### src/rtl/barrel_shifter_pkg.sv
package barrel_shifter_pkg;
  localparam int unsigned OP_W = 3;

  typedef enum logic [OP_W-1:0] {
    OP_SRL = 3'd0,
    OP_SRA = 3'd1,
    OP_SLL = 3'd2,
    OP_ROR = 3'd3,
    OP_ROL = 3'd4
  } shift_op_e;

  typedef struct packed {
    logic valid;
    logic rotate;
    logic reverse;
    logic arith;
    logic negate;
    logic force_reg;
  } shift_ctrl_t;
endpackage

### src/rtl/shift_ctrl_dec.sv
module shift_ctrl_dec
  import barrel_shifter_pkg::*;
#(
  parameter int unsigned AMT_W = 5
) (
  input  logic [OP_W-1:0]  op_i,
  input  logic [AMT_W-1:0] amt_reg_i,
  input  logic [AMT_W-1:0] amt_imm_i,
  input  logic             amt_from_imm_i,
  output shift_ctrl_t      ctrl_o,
  output logic [AMT_W-1:0] net_amt_o
);
  logic [AMT_W-1:0] eff_amt;

  always_comb begin
    ctrl_o = '0;
    case (op_i)
      OP_SRL: ctrl_o.valid = 1'b1;
      OP_SRA: begin ctrl_o.valid = 1'b1; ctrl_o.arith = 1'b1; end
      OP_SLL: begin ctrl_o.valid = 1'b1; ctrl_o.reverse = 1'b1; end
      OP_ROR: begin ctrl_o.valid = 1'b1; ctrl_o.rotate = 1'b1; ctrl_o.force_reg = 1'b1; end
      OP_ROL: begin ctrl_o.valid = 1'b1; ctrl_o.rotate = 1'b1; ctrl_o.negate = 1'b1; end
      default: ctrl_o = '0;
    endcase
  end

  // rotate right has no immediate form
  assign eff_amt = (amt_from_imm_i && !ctrl_o.force_reg) ? amt_imm_i : amt_reg_i;

  // left rotate by n == right rotate by (2^AMT_W - n) mod 2^AMT_W
  assign net_amt_o = ctrl_o.negate ? (~eff_amt + 1'b1) : eff_amt;
endmodule

### src/rtl/shift_stage.sv
module shift_stage #(
  parameter int unsigned DATA_W = 32,
  parameter int unsigned DIST   = 1
) (
  input  logic [DATA_W-1:0] din_i,
  input  logic              en_i,
  input  logic              rotate_i,
  input  logic              fill_i,
  output logic [DATA_W-1:0] dout_o
);
  logic [DATA_W-1:0] moved;

  for (genvar i = 0; i < DATA_W; i++) begin : g_bit
    if (i + DIST < DATA_W) begin : g_in
      assign moved[i] = din_i[i+DIST];
    end else begin : g_edge
      assign moved[i] = rotate_i ? din_i[i+DIST-DATA_W] : fill_i;
    end
  end

  assign dout_o = en_i ? moved : din_i;
endmodule

### src/rtl/bit_reverse.sv
module bit_reverse #(
  parameter int unsigned DATA_W = 32
) (
  input  logic              en_i,
  input  logic [DATA_W-1:0] din_i,
  output logic [DATA_W-1:0] dout_o
);
  logic [DATA_W-1:0] flipped;

  for (genvar i = 0; i < DATA_W; i++) begin : g_rev
    assign flipped[i] = din_i[DATA_W-1-i];
  end

  assign dout_o = en_i ? flipped : din_i;
endmodule

### src/rtl/barrel_shifter.sv
module barrel_shifter
  import barrel_shifter_pkg::*;
#(
  parameter int unsigned DATA_W = 32,
  parameter int unsigned AMT_W  = $clog2(DATA_W)
) (
  input  logic [DATA_W-1:0] data_i,
  input  logic [DATA_W-1:0] amt_reg_i,
  input  logic [AMT_W-1:0]  amt_imm_i,
  input  logic              amt_from_imm_i,
  input  logic [OP_W-1:0]   op_i,
  output logic [DATA_W-1:0] result_o
);
  localparam int unsigned N_STAGE = AMT_W;

  shift_ctrl_t       ctrl;
  logic [AMT_W-1:0]  net_amt;
  logic [DATA_W-1:0] net_in;
  logic [DATA_W-1:0] net_out;
  logic [DATA_W-1:0] unrev_out;
  logic [DATA_W-1:0] stage_d [N_STAGE+1];
  logic              fill_bit;
  logic              amt_hi_unused;

  assign amt_hi_unused = ^amt_reg_i[DATA_W-1:AMT_W];

  shift_ctrl_dec #(.AMT_W(AMT_W)) u_dec (
    .op_i           (op_i),
    .amt_reg_i      (amt_reg_i[AMT_W-1:0]),
    .amt_imm_i      (amt_imm_i),
    .amt_from_imm_i (amt_from_imm_i),
    .ctrl_o         (ctrl),
    .net_amt_o      (net_amt)
  );

  bit_reverse #(.DATA_W(DATA_W)) u_rev_in (
    .en_i   (ctrl.reverse),
    .din_i  (data_i),
    .dout_o (net_in)
  );

  assign fill_bit   = ctrl.arith & data_i[DATA_W-1];
  assign stage_d[0] = net_in;

  for (genvar k = 0; k < N_STAGE; k++) begin : g_stage
    shift_stage #(.DATA_W(DATA_W), .DIST(1 << k)) u_stage (
      .din_i    (stage_d[k]),
      .en_i     (net_amt[k]),
      .rotate_i (ctrl.rotate),
      .fill_i   (fill_bit),
      .dout_o   (stage_d[k+1])
    );
  end

  assign net_out = stage_d[N_STAGE];

  bit_reverse #(.DATA_W(DATA_W)) u_rev_out (
    .en_i   (ctrl.reverse),
    .din_i  (net_out),
    .dout_o (unrev_out)
  );

  assign result_o = ctrl.valid ? unrev_out : '0;
endmodule

### config.mk
export PLATFORM = sky130hd
export DESIGN_NAME = barrel_shifter
export DESIGN_NICKNAME = d
export VERILOG_FILES = /design/src/rtl/barrel_shifter_pkg.sv /design/src/rtl/shift_ctrl_dec.sv /design/src/rtl/shift_stage.sv /design/src/rtl/bit_reverse.sv /design/src/rtl/barrel_shifter.sv
export SDC_FILE = /design/constraint.sdc
export NUM_CORES = 1
export LEC_CHECK = 0
export BUFFER_PORTS_ARGS = -buffer_cell sky130_fd_sc_hd__buf_4
export CAP_MARGIN = 10
export CORE_UTILIZATION = 50
export DETAILED_ROUTE_END_ITERATION = 10
export GPL_ROUTABILITY_DRIVEN = 0
export PLACE_DENSITY = 0.84
export SYNTH_ARGS = -nofsm -noshare
export SYNTH_HDL_FRONTEND = slang
export SYNTH_HIERARCHICAL = 1
export SYNTH_SLANG_ARGS = --single-unit
### constraint.sdc
create_clock -name vclk -period 5.35
set_input_delay 0 -clock vclk [all_inputs]
set_output_delay 0 -clock vclk [all_outputs]
set_load 0.005 [all_outputs]
Yosys cells after proc, flatten, opt, wreduce, memory -nomap -nowiden
Index checks and enable logic that the tools add are counted.
{ "totals": {"ff_bits": 0, "inputBits": 73, "wordCells": 59, "out_inout_bits": 32} }
{ "op_classes": {"muxes": 47, "n_reduce_logical": 5, "n_addsub": 1, "n_bitwise": 2, "n_eq_ne": 4} }
{ "ops": {"columns": ["op", "n"], "rows": [
  ["32-bit two-way mux", 8],
  ["1-bit two-way mux", 37],
  ["5-bit two-way mux", 2],
  ["3-bit by 2-bit equality test with 1-bit output (second input constant)", 2],
  ["5-bit by 1-bit adder with 5-bit output (second input constant)", 1],
  ["5-bit inverter", 1],
  ["5-bit OR reduction", 1],
  ["3-bit by 1-bit equality test with 1-bit output (second input constant)", 1],
  ["3-bit equality test (second input constant)", 1],
  ["3-bit logical NOT", 1],
  ["2-bit OR reduction", 1],
  ["1-bit AND", 1],
  ["1-bit logical AND", 1],
  ["1-bit logical NOT", 1]
]} }

Logic depth before layout (Yosys ltp)
{ "depth": {"ltp_word": 19, "depth_mapped": 17, "depth_no_buf": 15} }

By module
Netlist, hierarchy kept.
{ "by_module_without_submodules": {"columns": ["module", "cells_each", "seq_area_each_um2", "area_per_inst_um2", "n_inst"], "rows": [
  ["bit_reverse", 36, 0.0, 544.3, 2],
  ["shift_stage (g_stage[4].u_stage)", 74, 0.0, 643.1, 1],
  ["shift_stage (g_stage[0].u_stage)", 38, 0.0, 544.3, 1],
  ["shift_stage (g_stage[2].u_stage)", 45, 0.0, 540.5, 1],
  ["shift_stage (g_stage[1].u_stage)", 40, 0.0, 535.5, 1],
  ["shift_stage (g_stage[3].u_stage)", 55, 0.0, 520.5, 1],
  ["barrel_shifter", 36, 0.0, 261.5, 1],
  ["shift_ctrl_dec", 29, 0.0, 231.5, 1]
]} }

Worst setup path before layout
OpenSTA, ideal clock, no wires.
{ "synth_timing": {"path_kind": "input -> output", "from": "input op_i[2]", "to": "output result_o[3]", "arrival_ns": 2.797, "n_path_buf": 2, "required_time_ns": 5.350, "path_slack_ns": 2.553, "cell_stages": 12, "cell_sequence": "nand3b_1 > nand2_1 > mux2_2 > buf_6 > buf_12 > mux2_4 > mux2_4 > mux2_4 > mux2_2 > mux2_2 > mux2_4 > and2_2"} }
{ "synth_lines": {"columns": ["item", "line_no", "rtl"], "rows": [
  ["from (decl)", "barrel_shifter.sv:11", "input logic [OP_W-1:0] op_i,"],
  ["to (decl)", "barrel_shifter.sv:12", "output logic [DATA_W-1:0] result_o"]
]} }

==> run_results.csv <==
group,metric,value,unit
global_routing,antenna_found_initial,0,
synth,synth_cell_types,28,
floorplan,die_y,95.4,um
layout,clkbuf_count,0,
power,p_sw,366,uW
floorplan,die_width,95.4,um
setup_path,crit_path_end,"result_o[5]",
detailed_routing,ant_nets,0,
global_routing,grt_pass1_vias,2847,
timing,rsz0062_at_grt,"false",
timing,tns,0,ns
clocking,cts_setup_buffers,0,
global_routing,grt_util_met2,36.5,%
timing,max_slew.worst_pin.slew,1.04,ns
detailed_routing,wl_per_cell,15.8,um
synth,synth-xor-area-share,1.61,%
floorplan,core_area,0.00834,mm^2
synth,synthAdderAreaFrac,0,%
global_routing,grt_max_degree,65,
floorplan,initial_utilization,52.3,%
power,switching_share,40.2,%
min_path,holdCritPathClass,"input pin to output port",
setup_path,worstSetupPathType,"input pin to output port",
synth,synth_top_area_cell,"mux2_4",
timing,relSlewSlack,30.7,%
run,maxCapViolCount,0,
synth,synth_top_family_by_area,"multiplexers",
synth,synth-simple-area-share,12.4,%
placed_design,dp_hpwl,7180,um
synth,synth.cell_area,0.00437,mm^2
setup_path,cp-start-kind,"input pin",
outcome,outcome,"complete, no violations",
synth,yosys_warnings,6,
detailed_routing,via_per_inst,5.53,
detailed_routing,first_iter_violations,92,
setup_path,cp.required,5.35,ns
placed_design,numPortBuffers,78,
layout,mostFrequentLayoutCell,"mux2_4",
detailed_routing,drt_pass1_iterations,5,
layout,fillers,738,
clocking,ctsResizeCount,0,
timing,hold_viol,0,
global_routing,grt_pass1_wl,13500,um
setup_path,cp_max_fo,33,
timing,period_share,71.4,%
layout,regArea,0,um^2
layout,syn_to_final_growth,7.14,%
clocking,hold_buffers,0,
layout,final_cell_mix,"mux2_4 (136), buf_4 (84), mux2_2 (58), and2_2 (32), nor2_1 (31)",
power,p_leak,2.07,nW
synth,ys_seq_area_share,0,%
layout,final_nets,509,
power,power.internal,545,uW
synth,synthMuxAreaShare,64.3,%
synth,synth.top_cell.area_share,46.8,%
layout,drive_gt1_share,77.6,%
power,pwr-share-seq,0,%
global_routing,grt_overflow,0,
floorplan,io_pins,105,
power,p_clk_share,0,%
layout,seq_cell_count,0,
global_routing,gr-usage-met3,0,%
floorplan,dieArea,0.00911,mm^2
floorplan,row_count,33,
setup_path,critPathArrivalTime,3.82,ns
global_routing,busiest_layer,"met2",
layout,diodes,0,
synth,avgSynthCellArea,11.2,um^2
timing,max_freq,262,MHz
detailed_routing,dr_total_vias,2983,
power,irDropWorstVdd,61.9,uV
timing,final-setup-viol-count,0,
synth,synth_compound_area_share,10.1,%
timing,maxSlewViolCount,0,
global_routing,grt_util_all_layers,18.3,%
setup_path,crit_start,"op_i[2]",
setup_path,crit_path_end_kind,"output port",
synth,synth_cells,389,
synth,synth_area_leaders,"mux2_4 (47%), mux2_2 (15%), buf_12 (6.4%), and2_2 (5.5%), a31oi_4 (5.4%)",
global_routing,gr-usage-met1,22.7,%
power,power,910,uW
power,pwr_density_cell,195,mW/mm^2
timing,finalCriticalPeriod,3.82,ns
synth,synth_nets,462,
detailed_routing,routed_wirelength,8540,um
detailed_routing,drc,0,
power,combPwrFrac,100.0,%
layout,fin_util,56.1,%
## cell type report
type	instances	area [um^2]	area share [%]
inverters	1	3.75	0.0803
repair buffers	84	631	13.5
well taps	105	131	2.81
multi-input cells	349	3910	83.6
## kinds of logic (layout without fill, tap and decap cells)
| family | after synthesis | after routing |
|---|---|---|
| AO/OA/AOI/OAI | 38 | 38 |
| XOR/XNOR | 8 | 8 |
| buffers and inverters | 40 | 85 |
| multiplexers | 205 | 205 |
| AND/OR/NAND/NOR | 98 | 98 |
## per-stage QoR
stage | instances | cell area, um^2 | hold WS, ns | worst slack (ns)
after floorplan | 389 | 4370 | 0.293 | 2.55
after global routing | 539 | 4680 | 0.730 | 1.29
after detailed placement | 539 | 4680 | 0.686 | 1.55
after CTS | 539 | 4680 | 0.687 | 1.53
final | 539 | 4680 | 0.678 | 1.53
after global placement | 539 | 4680 | 0.677 | 1.63
## power by group through the flow
| stage | registers, mW | logic [mW] | clock network, mW |
|---|---|---|---|
| 2_1_floorplan | 0 | 0.731 | 0 |
| 3_3_place_gp | 0 | 0.879 | 0 |
| 3_5_place_dp | 0 | 0.906 | 0 |
| 4_1_cts | 0 | 0.911 | 0 |
| 5_1_grt | 0 | 0.973 | 0 |
| 6_report | 0 | 0.910 | 0 |
## per-layer routing
layer / part of all wire [%] / wire [um] / vias up
met4: 0.41 / 35 / 0
met3: 2.9 / 245 / 2
met2: 51 / 4360 / 75
met5: 0 / 0 / -
li1: - / - / 1502
met1: 46 / 3900 / 1404
## worst max-delay path, stage by stage
cell	delay, ns
buf_4	0.13
nand3b_1	0.17
nand2_1	0.41
mux2_2	0.90
mux2_2	0.44
mux2_2	0.28
mux2i_1	0.14
a21oi_1	0.14
mux2_2	0.35
mux2_2	0.28
mux2_4	0.26
and2_2	0.18
buf_4	0.13
## cell usage after synthesis
cell type,count
buf_4,3
a21oi_1,7
a31oi_2,7
clkbuf_2,4
o21ai_1,2
o31ai_1,2
mux2_4,136
nand2_1,27
nor3b_1,2
mux2_2,58
and2_1,1
o41ai_1,2
and2_2,32
nand3b_1,1
mux2i_1,11
or2_2,1
buf_12,14
a31oi_4,11
nand2b_4,2
xor2_1,8
nor2_1,31
a31oi_1,6
nor3b_4,1
buf_6,15
buf_2,2
clkbuf_1,1
o21ai_0,1
inv_1,1
## worst min-delay path by stage
stage            start      endpoint  slack, ns  cells after the start
3_5_place_dp   op_i[2]  result_o[29]       0.69                      5
2_1_floorplan  op_i[2]  result_o[29]       0.29                      2
6_report       op_i[2]  result_o[29]       0.68                      5
5_1_grt        op_i[2]   result_o[0]       0.73                      5
3_3_place_gp   op_i[2]   result_o[1]       0.68                      5
4_1_cts        op_i[2]  result_o[29]       0.69                      5
No activity file was read; power rests on OpenSTA's default activity.
